**src/rtl/stat_irq_pkg.sv**
```systemverilog
package stat_irq_pkg;

    // How a debounced level produces an event
    typedef enum logic {
        TRIG_ANY  = 1'b0,
        TRIG_RISE = 1'b1
    } trig_e;

    // Debounced level and its event, carried per source
    typedef struct packed {
        logic lvl;
        logic evt;
    } src_stat_t;

    function automatic trig_e trig_for(input int idx, input logic [31:0] any_mask);
        return any_mask[idx] ? TRIG_ANY : TRIG_RISE;
    endfunction

    function automatic int cnt_width(input int cycles);
        return (cycles < 2) ? 1 : $clog2(cycles + 1);
    endfunction

endpackage

```
**src/rtl/stat_debounce.sv**
```systemverilog
module stat_debounce #(
    parameter int DB_CYC = 7_500_000
) (
    input  logic clk,
    input  logic rst,
    input  logic raw,
    output logic lvl
);
    import stat_irq_pkg::*;

    localparam int CW = cnt_width(DB_CYC);
    localparam logic [CW-1:0] LAST = CW'(DB_CYC - 1);

    logic [CW-1:0] cnt;

    always_ff @(posedge clk) begin
        if (rst) begin
            lvl <= 1'b0;
            cnt <= '0;
        end else if (raw == lvl) begin
            cnt <= '0;
        end else if (cnt == LAST) begin
            lvl <= raw;
            cnt <= '0;
        end else begin
            cnt <= cnt + 1'b1;
        end
    end

    // the filtered level only moves to a value the raw input held
    a_r5_lvl_follows_raw: assert property (@(posedge clk) disable iff (rst)
        !$stable(lvl) |-> ($past(raw) == lvl));

    // the hold counter never passes the window
    a_r4_cnt_in_window: assert property (@(posedge clk) disable iff (rst)
        cnt <= LAST);

endmodule

```
**src/rtl/stat_edge.sv**
```systemverilog
module stat_edge
    import stat_irq_pkg::*;
#(
    parameter trig_e TRIG = TRIG_RISE
) (
    input  logic      clk,
    input  logic      rst,
    input  logic      lvl,
    output src_stat_t st
);
    logic lvl_q;

    always_ff @(posedge clk) begin
        if (rst) lvl_q <= 1'b0;
        else     lvl_q <= lvl;
    end

    generate
        if (TRIG == TRIG_ANY) begin : g_any
            always_comb st.evt = lvl ^ lvl_q;
        end else begin : g_rise
            always_comb st.evt = lvl & ~lvl_q;
        end
    endgenerate

    always_comb st.lvl = lvl;

endmodule

```
**src/rtl/stat_pend_reg.sv**
```systemverilog
module stat_pend_reg #(
    parameter int NSRC = 3
) (
    input  logic            clk,
    input  logic            rst,
    input  logic [NSRC-1:0] evt,
    input  logic            irq_rd,
    output logic [NSRC-1:0] pend
);
    always_ff @(posedge clk) begin
        if (rst) pend <= '0;
        else     pend <= (irq_rd ? '0 : pend) | evt;
    end

    // a read with no arriving event empties the register
    a_r8_read_clears: assert property (@(posedge clk) disable iff (rst)
        (irq_rd && evt == '0) |=> (pend == '0));

    // any arriving event is latched, read or not
    a_r9_event_kept: assert property (@(posedge clk) disable iff (rst)
        (evt != '0) |=> ((pend & $past(evt)) == $past(evt)));

    // without a read no pending bit drops
    a_r11_sticky: assert property (@(posedge clk) disable iff (rst)
        !irq_rd |=> ((pend & $past(pend)) == $past(pend)));

endmodule

```
**src/rtl/stat_irq_ctrl.sv**
```systemverilog
module stat_irq_ctrl
    import stat_irq_pkg::*;
#(
    parameter int              NSRC     = 3,
    parameter int              DB_CYC   = 7_500_000,
    parameter logic [NSRC-1:0] ANY_MASK = NSRC'(1)
) (
    input  logic            clk,
    input  logic            rst,
    input  logic [NSRC-1:0] raw_stat,
    input  logic            irq_en,
    input  logic            irq_rd,
    output logic [NSRC-1:0] pend,
    output logic            irq_n
);
    src_stat_t [NSRC-1:0] st;
    logic      [NSRC-1:0] dbn;
    logic      [NSRC-1:0] evt;

    generate
        for (genvar i = 0; i < NSRC; i++) begin : g_src
            localparam trig_e T = trig_for(i, 32'(ANY_MASK));

            stat_debounce #(.DB_CYC(DB_CYC)) u_db (
                .clk (clk),
                .rst (rst),
                .raw (raw_stat[i]),
                .lvl (dbn[i])
            );

            stat_edge #(.TRIG(T)) u_edge (
                .clk (clk),
                .rst (rst),
                .lvl (dbn[i]),
                .st  (st[i])
            );

            always_comb evt[i] = st[i].evt;

            if (T == TRIG_RISE) begin : g_chk_rise
                // a rise-only bit is newly pending only after its level went high
                a_r3_rise_only: assert property (@(posedge clk) disable iff (rst)
                    ($rose(pend[i]) && !$past(irq_rd)) |-> $past(dbn[i]));
            end else begin : g_chk_any
                // an any-edge bit is newly pending only after its level moved
                a_r2_any_edge: assert property (@(posedge clk) disable iff (rst)
                    ($rose(pend[i]) && !$past(irq_rd)) |-> ($past(dbn[i]) != $past(dbn[i], 2)));
            end
        end
    endgenerate

    stat_pend_reg #(.NSRC(NSRC)) u_pend (
        .clk    (clk),
        .rst    (rst),
        .evt    (evt),
        .irq_rd (irq_rd),
        .pend   (pend)
    );

    always_comb irq_n = ~(irq_en & (|pend));

endmodule

```
**config.mk**
```make
export PLATFORM = sky130hd
export DESIGN_NAME = stat_irq_ctrl
export DESIGN_NICKNAME = d
export VERILOG_FILES = /design/src/rtl/stat_irq_pkg.sv /design/src/rtl/stat_debounce.sv /design/src/rtl/stat_edge.sv /design/src/rtl/stat_pend_reg.sv /design/src/rtl/stat_irq_ctrl.sv
export SDC_FILE = /design/constraint.sdc
export NUM_CORES = 1
export LEC_CHECK = 0
export ABC_AREA = 1
export ABC_CLOCK_PERIOD_IN_PS = 1800
export BUFFER_PORTS_ARGS = -buffer_cell sky130_fd_sc_hd__clkbuf_2
export CELL_PAD_IN_SITES_DETAIL_PLACEMENT = 1
export CELL_PAD_IN_SITES_GLOBAL_PLACEMENT = 1
export CORE_MARGIN = 2
export CORE_UTILIZATION = 45
export DETAILED_ROUTE_END_ITERATION = 7
export GPL_TIMING_DRIVEN = 0
export PLACE_DENSITY_LB_ADDON = 0.1
export RECOVER_POWER = 100
export SLEW_MARGIN = 25
export SYNTH_ARGS = -nofsm -noshare
export SYNTH_HDL_FRONTEND = slang
export SYNTH_SLANG_ARGS = --single-unit
```
**constraint.sdc**
```tcl
create_clock -name clk -period 1.8 [get_ports clk]
set_input_delay 0.09 -clock clk [delete_from_list [all_inputs] [get_ports clk]]
set_output_delay 0.09 -clock clk [all_outputs]
set_load 0.005 [all_outputs]
```
==> impl_results.md <==
- Worst R2R Path Depth: 9
- Slew HR: 71.4%
- VDD IR max: 296 uV
- Crit path kind: flop to flop
- Final Wtd Congestion: 0.803
- Vias in the first global route: 3958
- WHS: 27.6 ps
- CTS H-Tree Depth: 3
- IO Pins: 11
- Synthesized Nets: 618
- Hold Violations, Final: 0
- Initial antenna violation count: 0
- Antenna Nets Post-Route: 0
- CTS clock-pin slew for the worst setup and hold paths: 90 ps
- Pre-antenna DRT Iters: 4
- Measured slew at the worst slew-check pin: 429 ps
- Switch share: 23.0%
- Worst EP required: 2050 ps
- Top post-synthesis cells by area: dfxtp_1, nand2_1, nor2_1
- Clk root buf: clkbuf_8
- Reg-to-reg startpoint: g_src[1].u_db.cnt[0]
- Placed inst area: 0.00433 mm2
- Clk_skew: 11.7 ps
- Cell area after layout: 0.00451 mm2
- # port buffers: 9
- Die ar.: 0.0100 mm2
- Core ar.: 0.00911 mm2
- Setup tns final: 0 ps
- Hold EP: g_src[1].u_db.lvl
- Hold path start: raw_stat[1]
- Wire length per cell: 13.9 um
- TritonCTS clock tree: done
- Seq/Total Area, Yosys: 37.6%
- Filler cell count: 1242
- Via count: 3745
- Period utilization: 90.0%
- Fmax achieved: 617 MHz
- CP endpoint kind: flop
- Initial DRC Count: 77
- Synth top area share: 37.6%
- Mapped cell area: 0.00415 mm2
- Synthesis-to-layout area growth: 8.78%
- Most common cell after layout, fill and taps aside: nand2_1
- Largest fanout on the critical path: 10
- Cell taking the most area after synthesis: dfxtp_1
- Number of diodes: 0
- Synth Area per Inst: 6.82 um2
- First-pass GRT wire length: 18.2 mm
- Status: complete, no violations
- TritonCTS Buffers: 9
- Largest net degree at the start of global routing: 14
- Drt drc: 0
- Seq cells post-synth: 78
- Row count: 35
- Layout cells sized above 1: 8.68%
- Worst hold path class: input pin to flop
- Effective utilization at floorplan: 45.5%
- Tmin final: 1620 ps
- Cell count after synthesis: 608
- Setup slack, reg-to-reg: 180 ps
- Vias/cell: 5.03
- # Post-CTS Setup Buffers: 0
- Die height: 100 um
- Slew Viols, Final: 0
- Congestion Overflow GR: 0
- Worst EP arrival: 1870 ps
- Sequential Power Share: 54.8%
- Max-cap viol count: 0
- Commonest cells after routing, fill and taps aside: nand2_1, nor2_1, dfxtp_1
- Clock sinks: 78
- Reg2reg end: g_src[1].u_db.cnt[15]
- P_leak: 1.50 nW
- DIE WIDTH: 100 um
- Number of distinct library cells after synthesis: 31
- Clk pwr share: 42.4%
- Synth warn: 0
- Pint: 0.00244 W
- Power Dens Cells: 702 mW/mm2
- Sw Pwr: 0.000729 W
- RSZ-0062 raised after global routing: false
- Endpoints failing setup: 0
- CP Launch Type: flop
- DP Wirelength: 8.01 mm
- WL final: 10.3 mm
- Final nets: 640
- Clk Latency, worst-skew pair: 350 ps
- Hold depth: 3
- Max Buffers Root-to-Sink: 2
- Overall Global Routing Usage: 22.7%
- Comb power frac: 2.8%
==> synthesized netlist by cell type <==
library cell    n
buf_4           2
dfxtp_1        78
nand2_4         1
or2_2           1
a21oi_1        19
ha_1            3
xor2_1         19
buf_12          1
o21ai_0         3
nand3_4         1
and2_1          1
nand2_1       154
nand3_2         5
nand2_2         5
nand3b_1        1
xnor2_1        12
nor3_2          1
inv_2           1
buf_6           3
nand4_1        10
inv_1          61
o21bai_1        6
nor2_4         11
or2_0           2
nor2_2         13
nand2_8         1
nor3_1          7
nor2_1        140
o31ai_1         3
nand3_1        42
a22o_1          1
==> power groups by stage <==
stage                     Combinational [W]  Sequential (W)  Clock (W)
after floorplan                   0.0000638         0.00178          0
after global placement            0.0000892         0.00178          0
after detailed placement          0.0000915         0.00178          0
after CTS                         0.0000958         0.00174    0.00139
after global routing              0.0000994         0.00174    0.00147
final                             0.0000884         0.00174    0.00134
==> flip-flops by register name, summed over array words and instances (netlist names) <==
register,count
g_src.u_db.cnt,69
g_src.u_db.lvl,3
g_src.u_edge.lvl_q,3
u_pend.pend,3
==> metal layers <==
metal  global-route usage [%]  wire length, um  vias up  share of wire [%]
met5                        0                0        -                  0
met4                     3.69               64        0               0.62
met3                     5.01              217        7                2.1
met2                     42.3             5310       25                 51
met1                     27.1             4740     1779                 46
li1                         -                -     1934                  -
==> critical path: stages, from the launching register on <==
cell and delay [ps]:
dfxtp_1 360, ha_1 220, nand2_1 100, nor2_4 180, nand3_2 110, nor2_4 120, nand2_4 100, nand2_8 130
buf_12 140, nor2_1 50
==> metrics by stage <==
step           util, %  cells  setup WS [ps]  power (W)
2_1_floorplan        -    608            380    0.00184
3_3_place_gp      47.6    728            180    0.00186
3_5_place_dp      47.6    728            158    0.00187
4_1_cts           49.9    745            130    0.00322
5_1_grt           49.5    745           22.1    0.00330
6_report          49.5    745            180    0.00317
==> what timing repair did <==
action | in CTS | in global routing
endpoints found under the setup margin | 0 | 2
hold endpoints to repair | 6 | 0
resized for setup | 0 | 1
hold buffers | 2 | 0
==> worst max path at each step <==
stage	start	endpoint	slack [ps]	cells after the start
floorplan	g_src[1].u_db.cnt[0]	g_src[1].u_db.cnt[13]	380	9
global placement	g_src[1].u_db.cnt[0]	g_src[1].u_db.cnt[14]	180	9
detailed placement	g_src[1].u_db.cnt[0]	g_src[1].u_db.cnt[15]	160	9
CTS	g_src[1].u_db.cnt[0]	g_src[1].u_db.cnt[15]	130	9
global route	g_src[2].u_db.cnt[0]	g_src[2].u_db.cnt[7]	20	9
finish	g_src[1].u_db.cnt[0]	g_src[1].u_db.cnt[15]	180	9
==> layout make-up <==
cell class / instances / area (um2) / share of cell area, %
well taps: 111 / 139 / 3.08
repair buffers: 11 / 61.3 / 1.36
multi-input cells: 462 / 2260 / 50.1
clock buffers: 10 / 138 / 3.05
plain buffers: 6 / 61.3 / 1.36
flip-flops and latches: 78 / 1560 / 34.6
clock inverters: 5 / 58.8 / 1.30
inverters: 62 / 233 / 5.16
==> cells by family after synthesis <==
logic type	synth area share (%)
AOI/OAI and AO/OA	4.49
xor gates and xnor gates	6.55
adders and majority gates	0.905
buffers and inverters	7.27
DFF	37.6
and+or+nand+nor	43.1
(Power assumes the default switching activity.)
